File: src/rtl/dispclk_pkg.sv
package dispclk_pkg;
    localparam int UNITS   = 4;
    localparam int DIV_W   = 4;
    localparam int DIV_TOT = UNITS * DIV_W;
    localparam int DATA_W  = 32;

    localparam int U_MIX0  = 0;
    localparam int U_MIX1  = 1;
    localparam int U_WB    = 2;
    localparam int U_XFORM = 3;

    localparam int OFS_GATE  = 'h00;
    localparam int OFS_BUS   = 'h04;
    localparam int OFS_REL   = 'h08;
    localparam int OFS_DIV   = 'h0C;
    localparam int OFS_ROUTE = 'h10;

    typedef struct packed {
        logic [UNITS-1:0]   gate;
        logic [UNITS-1:0]   bus;
        logic [UNITS-1:0]   rel;
        logic [DIV_TOT-1:0] div;
        logic               swap;
    } dck_regs_t;
endpackage

File: src/rtl/dispclk_regs.sv
module dispclk_regs
    import dispclk_pkg::*;
#(
    parameter int ADDR_W = 5
) (
    input  logic              clk,
    input  logic              rst_n,
    input  logic              wr_i,
    input  logic [ADDR_W-1:0] addr_i,
    input  logic [DATA_W-1:0] wdata_i,
    output logic [DATA_W-1:0] rdata_o,
    output dck_regs_t         regs_o
);
    dck_regs_t r_d, r_q;

    always_comb begin
        r_d = r_q;
        if (wr_i) begin
            if (addr_i == ADDR_W'(OFS_GATE))  r_d.gate = wdata_i[UNITS-1:0];
            if (addr_i == ADDR_W'(OFS_BUS))   r_d.bus  = wdata_i[UNITS-1:0];
            if (addr_i == ADDR_W'(OFS_REL))   r_d.rel  = wdata_i[UNITS-1:0];
            if (addr_i == ADDR_W'(OFS_DIV))   r_d.div  = wdata_i[DIV_TOT-1:0];
            if (addr_i == ADDR_W'(OFS_ROUTE)) r_d.swap = wdata_i[0];
        end
    end

    always_ff @(posedge clk or negedge rst_n) begin
        if (!rst_n) r_q <= '0;
        else        r_q <= r_d;
    end

    always_comb begin
        rdata_o = '0;
        if (addr_i == ADDR_W'(OFS_GATE))  rdata_o[UNITS-1:0]   = r_q.gate;
        if (addr_i == ADDR_W'(OFS_BUS))   rdata_o[UNITS-1:0]   = r_q.bus;
        if (addr_i == ADDR_W'(OFS_REL))   rdata_o[UNITS-1:0]   = r_q.rel;
        if (addr_i == ADDR_W'(OFS_DIV))   rdata_o[DIV_TOT-1:0] = r_q.div;
        if (addr_i == ADDR_W'(OFS_ROUTE)) rdata_o[0]           = r_q.swap;
    end

    assign regs_o = r_q;


    rsvd_zero_chk: assert property (@(posedge clk) disable iff (!rst_n)
        (addr_i == ADDR_W'(OFS_GATE)) |-> (rdata_o[DATA_W-1:UNITS] == '0));


    route_wr_chk: assert property (@(posedge clk) disable iff (!rst_n)
        (wr_i && addr_i == ADDR_W'(OFS_ROUTE)) |=> (regs_o.swap == $past(wdata_i[0])));
endmodule

File: src/rtl/dispclk_div.sv
module dispclk_div #(
    parameter int W = 4
) (
    input  logic         clk,
    input  logic         rst_n,
    input  logic [W-1:0] ratio_i,
    output logic         stb_o
);
    logic [W-1:0] cnt_d, cnt_q;

    always_comb begin
        if (cnt_q == '0) cnt_d = ratio_i;
        else             cnt_d = cnt_q - 1'b1;
    end

    always_ff @(posedge clk or negedge rst_n) begin
        if (!rst_n) cnt_q <= '0;
        else        cnt_q <= cnt_d;
    end

    assign stb_o = (cnt_q == '0);


    reload_boundary_chk: assert property (@(posedge clk) disable iff (!rst_n)
        stb_o |=> (cnt_q == $past(ratio_i)));


    count_down_chk: assert property (@(posedge clk) disable iff (!rst_n)
        !stb_o |=> (cnt_q == $past(cnt_q) - 1'b1));
endmodule

File: src/rtl/dispclk_ctrl.sv
module dispclk_ctrl
    import dispclk_pkg::*;
#(
    parameter int ADDR_W          = 5,
    parameter bit SHARED_MIX1_RST = 1'b0
) (
    input  logic              clk,
    input  logic              rst_n,
    input  logic              cfg_wr,
    input  logic [ADDR_W-1:0] cfg_addr,
    input  logic [31:0]       cfg_wdata,
    output logic [31:0]       cfg_rdata,
    output logic [3:0]        mod_ce,
    output logic [3:0]        bus_ce,
    output logic [3:0]        unit_rst_n,
    output logic [3:0]        div_stb,
    output logic              tc0_src,
    output logic              tc1_src
);
    dck_regs_t regs;

    dispclk_regs #(.ADDR_W(ADDR_W)) u_regs (
        .clk     (clk),
        .rst_n   (rst_n),
        .wr_i    (cfg_wr),
        .addr_i  (cfg_addr),
        .wdata_i (cfg_wdata),
        .rdata_o (cfg_rdata),
        .regs_o  (regs)
    );

    logic [UNITS-1:0] released;

    for (genvar i = 0; i < UNITS; i++) begin : g_unit
        dispclk_div #(.W(DIV_W)) u_div (
            .clk     (clk),
            .rst_n   (rst_n),
            .ratio_i (regs.div[i*DIV_W +: DIV_W]),
            .stb_o   (div_stb[i])
        );

        if (i == U_MIX1 && SHARED_MIX1_RST) begin : g_shared
            assign released[i] = regs.rel[U_MIX1] & regs.rel[U_WB];
        end else begin : g_own
            assign released[i] = regs.rel[i];
        end

        assign mod_ce[i] = regs.gate[i] & released[i] & div_stb[i];


        modce_gate_chk: assert property (@(posedge clk) disable iff (!rst_n)
            mod_ce[i] |-> (regs.gate[i] && unit_rst_n[i] && div_stb[i]));
    end

    assign unit_rst_n = released;
    assign bus_ce     = regs.bus;
    assign tc0_src    = regs.swap;
    assign tc1_src    = ~regs.swap;


    route_excl_chk: assert property (@(posedge clk) disable iff (!rst_n)
        tc0_src != tc1_src);


    mix1_shared_chk: assert property (@(posedge clk) disable iff (!rst_n)
        (SHARED_MIX1_RST && !regs.rel[U_WB]) |-> !unit_rst_n[U_MIX1]);


    bus_follow_chk: assert property (@(posedge clk) disable iff (!rst_n)
        (cfg_wr && cfg_addr == ADDR_W'(OFS_BUS)) |=> (bus_ce == $past(cfg_wdata[3:0])));
endmodule

File: config.mk
export PLATFORM = sky130hd
export DESIGN_NAME = dispclk_ctrl
export DESIGN_NICKNAME = d
export VERILOG_FILES = /design/src/rtl/dispclk_pkg.sv /design/src/rtl/dispclk_regs.sv /design/src/rtl/dispclk_div.sv /design/src/rtl/dispclk_ctrl.sv
export SDC_FILE = /design/constraint.sdc
export NUM_CORES = 1
export LEC_CHECK = 0
export ABC_CLOCK_PERIOD_IN_PS = 1500
export CAP_MARGIN = 20
export CORE_MARGIN = 8
export CORE_UTILIZATION = 40
export CTS_BUF_LIST = sky130_fd_sc_hd__clkbuf_8 sky130_fd_sc_hd__clkbuf_16
export DETAILED_ROUTE_END_ITERATION = 10
export PLACE_DENSITY_LB_ADDON = 0.08
export SYNTH_ARGS = -nofsm -noshare
export SYNTH_HDL_FRONTEND = slang
export SYNTH_HIERARCHICAL = 1
export SYNTH_SLANG_ARGS = --single-unit
File: constraint.sdc
create_clock -name clk -period 1.5 [get_ports clk]
set_clock_uncertainty 0.2 [all_clocks]
set_input_delay 0.3 -clock clk [delete_from_list [all_inputs] [get_ports clk]]
set_output_delay 0.3 -clock clk [all_outputs]
set_load 0.02 [all_outputs]
# Word level (Yosys, flattened, before mapping)
# Index checks and enable logic that the tools add are counted.
[totals]
regBits = 45
input_bits = 40
wordCells = 45
[op_classes]
n_eq_ne = 4
n_bitwise = 9
reduce_logical = 10
n_mux = 9
addsub = 4
[op_table]
columns = ["cell", "count"]
rows = [
  ["4-bit two-way mux", 7],
  ["4-bit logical NOT", 4],
  ["16-bit two-way mux", 1],
  ["4-bit by 1-bit subtractor with 4-bit output (second input constant)", 4],
  ["5-bit by 4-bit equality test with 1-bit output (second input constant)", 2],
  ["2-bit AND reduction", 5],
  ["1-bit bitwise AND", 8],
  ["5-bit by 3-bit equality test with 1-bit output (second input constant)", 1],
  ["5-bit equality test (second input constant)", 1],
  ["5-bit logical NOT", 1],
  ["1-bit two-way mux", 1],
  ["1-bit NOT", 1],
]

# Logic depth before layout (Yosys ltp)
[logic_depth]
depth_word = 6
ltp_mapped = 6
mapped_depth_nobuf = 5

# By module
# The synthesis kept the hierarchy.
[by_module_without_submodules]
columns = ["mod", "cells_per_inst", "instances", "area_per_inst_um2", "seq_area_each_um2"]
rows = [
  ["dispclk_regs", 134, 1, 1580.3, 725.7],
  ["dispclk_div", 19, 4, 206.4, 100.1],
  ["dispclk_ctrl", 5, 1, 28.8, 0.0],
]

# Worst setup path before layout
# No wires, ideal clock.
[synth_timing]
kind = "register -> output"
from = "reg g_unit[0].u_div.cnt_q[0]"
to = "out mod_ce[0]"
path_stages_with_launch = 5
arrival_ns = 1.333
path_buffers = 0
setup_slack_ns = -0.333
path_cell_list = "dfrtp_1 inv_1 ha_1 nor3b_4 and3_1"
[synth_between]
elab_chain_cells = 2
[synth_lines]
columns = ["element", "line", "rtl"]
rows = [
  ["from (decl)", "dispclk_div.sv:9", "logic [W-1:0] cnt_d, cnt_q;"],
  ["from (signal assigned)", "dispclk_div.sv:18", "else cnt_q <= cnt_d;"],
  ["4-bit logical NOT", "dispclk_div.sv:21", "assign stb_o = (cnt_q == '0);"],
  ["named net div_stb[0]", "dispclk_ctrl.sv:16", "output logic [3:0] div_stb,"],
  ["1-bit bitwise AND", "dispclk_ctrl.sv:48", "assign mod_ce[i] = regs.gate[i] & released[i] & div_stb[i];"],
  ["to (decl)", "dispclk_ctrl.sv:13", "output logic [3:0] mod_ce,"],
]
# The timed path passes the listed nets, and every way through them passes these cells.

# Worst setup path in the final report
[layout_timing]
from = "reg g_unit[1].u_div.cnt_q[0]"
to = "out mod_ce[1]"
[layout_between]
elab_chain_cells = 2
[layout_lines]
columns = ["element", "line"]
rows = [
  ["from (decl)", "dispclk_div.sv:9"],
  ["from (signal assigned)", "dispclk_div.sv:18"],
  ["4-bit logical NOT", "dispclk_div.sv:21"],
  ["1-bit bitwise AND", "dispclk_ctrl.sv:48"],
]
# Every way passes these cells.

==> metrics.txt <==
outcome finished with violations; failing checks negative setup slack; Rows 28; Post-synth ARST share 1.00; unique cell type count in the Yosys netlist 31; Post-synth EDFFs 0; Vias about 2,200; CTS Root Cell clkbuf_8; Peak supply drop 1.08 mV; WS Path Type flop to output port; total gr overflow 0; Setup crit start kind flop; largest cells by area after synthesis dfrtp_1, mux2_2, buf_4; fin area 4380 sq um; H-tree levels 2; Hold Vio Cnt, Final 0; sequential element share of the synthesized area 0.462; Worst path max stage delay about 0.40 ns; drt via density approximately 5; gr usage total 0.170; Num CTS Buffers 5; Final Cycle Share 1.34; most used flip-flop cell after synthesis dfrtp_1; Final nets 412; DR WL/cell about 17 microns; IO Pins 90; Switch Pwr approximately 1900 uW; largest net degree at the start of global routing 46; Iter 0 DRT Violations 67; Sw Share 0.336; fmax around 500 MHz; sequential power share 0.331; vias in the first global route 2,303; clock-pin slew on the worst setup and hold paths ~0.09 ns; CP endpoint kind output port; max_cap viols 0; dpl hpwl a little under 5 mm; register bit total from synthesis 45; Gate Count Post-Synth 215; final setup margin -0.507 ns; fin. max-slew vios 0; CP cell instances inv_2, ha_4, nor3b_4, and3_4, buf_6; RSZ-0062 raised after global routing true; WP data required 1.00 ns; starting density of the core 0.411; full die area 8840 sq um; DP Area approximately 3700 sq um; Post-route DRC 0; remaining antenna violation count 0; Yosys top cell area share 0.462; most common cell after layout, fill and taps aside buf_4; power per cell area 1290 nW/um^2; reg2reg path depth 6; Util after Layout 0.739; Warnings, synthesis 6; Layout area overhead 79.7%; total routed wirelength approximately 7.5 mm; Avg Cell Area, Syn 11.3 sq um; crit path max fanout 2; drt pass-1 iters 4; clock sink count between 40 and 50; slowest cell on the critical path dfrtp_1; Lkg Pwr about 0.0020 uW; CTS tree yes; Core Footprint 5920 sq um; Clock power frac 0.166; Antenna Cells 0; biggest area consumer among synthesized cells dfrtp_1; Die Ht 94.0 microns; antenna violations before repair 0; combinational share of power 0.503; min-delay worst type input pin to asynchronous set/reset pin; Die W around 94 microns; Setup violations, final 28; RePlAce Congestion 0.843; layout cells sized above 1 0.623; commonest non-fill, non-tap cells in the layout buf_4, buf_6, dfrtp_1; Final min period 2.01 ns; clock buffer depth 2; Port Buffers 57; Worst Path Arrival around 1.5 ns; Synth Cell Area 2430 sq um; clk_lat worst skew 0.30 ns; first-pass GRT wire length 11.6 mm; Pint 3760 uW
==> kinds of logic (layout without fill, tap and decap cells) <==
kind of cell             Yosys count  count (layout)  share of synthesized area
flip-flops                        45              45                      0.462
AO/OA/AOI/OAI                     36              36                     0.0987
adder cells (fa/ha/maj)            4               4                     0.0206
other                              1              16                    0.00154
multiplexers                      35              35                      0.159
AND/OR/NAND/NOR                   54              55                      0.168
buffers and inverters             40             178                     0.0904
==> synth_stat cells, types with 5 or more instances <==
library cell and instances:
a31oi_1 7, and3_1 16, buf_4 16, dfrtp_1 45, inv_1 17, mux2_2 29, mux2i_1 6, nand2_1 6
nor2b_1 5, nor3b_4 5, o21ai_0 13
==> power by group through the flow <==
stage	registers (uW)	clock network, uW	logic, uW
3_3_place_gp	1870	0	2200
4_1_cts	1870	954	2570
3_5_place_dp	1880	0	2230
2_1_floorplan	1940	0	1060
5_1_grt	1920	994	3100
6_report	1870	938	2850
==> worst max-delay path: cells and delay by family, from the launching register on <==
kind	cells	cell delay, ns
AND/OR/NAND/NOR	2	0.46
flip-flops	1	0.40
buffers and inverters	2	0.20
adder cells (fa/ha/maj)	1	0.14
==> through the flow <==
step / setup TNS (ns) / hold WS, ns / instances / setup WS, ns / total power (uW)
after floorplan: -2.64 / -0.196 / 230 / -0.288 / 3000
after global placement: -45.90 / 0.103 / 406 / -1.23 / 4060
after detailed placement: -47.25 / 0.106 / 406 / -1.23 / 4110
after CTS: -8.44 / 0.312 / 438 / -0.489 / 5390
after global routing: -9.96 / 0.334 / 444 / -0.565 / 6010
final: -8.54 / 0.293 / 444 / -0.507 / 5660
==> per-layer routing <==
layer	track usage	vias to the layer above	share of wire
met4	0.0608	0	0.015
met2	0.294	58	0.52
li1	-	1051	-
met1	0.200	1097	0.41
met5	0	-	0
met3	0.0392	9	0.057
==> state kept, by name (all words and copies together) (netlist names) <==
signal / count
g_unit.u_div/cnt_q: 16
u_regs/regs_o: 29
==> path summary, 6_finish.rpt <==
path | from | end | slack [ns]
min | rst_n | u_regs/regs_o[12] | 0.29
min reg2reg | u_regs/regs_o[1] | g_unit[0].u_div/cnt_q[0] | 0.38
min in group clk | cfg_addr[4] | u_regs/regs_o[26] | 0.33
max | g_unit[1].u_div/cnt_q[0] | mod_ce[1] | -0.51
max reg2reg | g_unit[3].u_div/cnt_q[0] | g_unit[3].u_div/cnt_q[1] | -0.03
max in group asynchronous | rst_n | u_regs/regs_o[25] | 0.57
==> repair_timing <==
action / in CTS / in global routing
pin swaps: 19 / 12
endpoints found under the hold margin: 45 / 0
gates cloned: 3 / 0
setup buffers: 22 / 15
setup endpoints to repair: 64 / 49
hold buffers: 1 / 0
gates resized for setup: 262 / 34
==> layout make-up <==
| class | instances | area (sq um) |
|---|---|---|
| repair buffers | 153 | 1490 |
| clock buffers | 5 | 68.8 |
| well taps | 75 | 93.8 |
| fillers | 427 | 1550 |
| flip-flops and latches | 45 | 1130 |
| clock inverters | 3 | 42.5 |
| inverters | 17 | 63.8 |
| multi-input cells | 146 | 1500 |
Power figures use the tool's default switching activity.
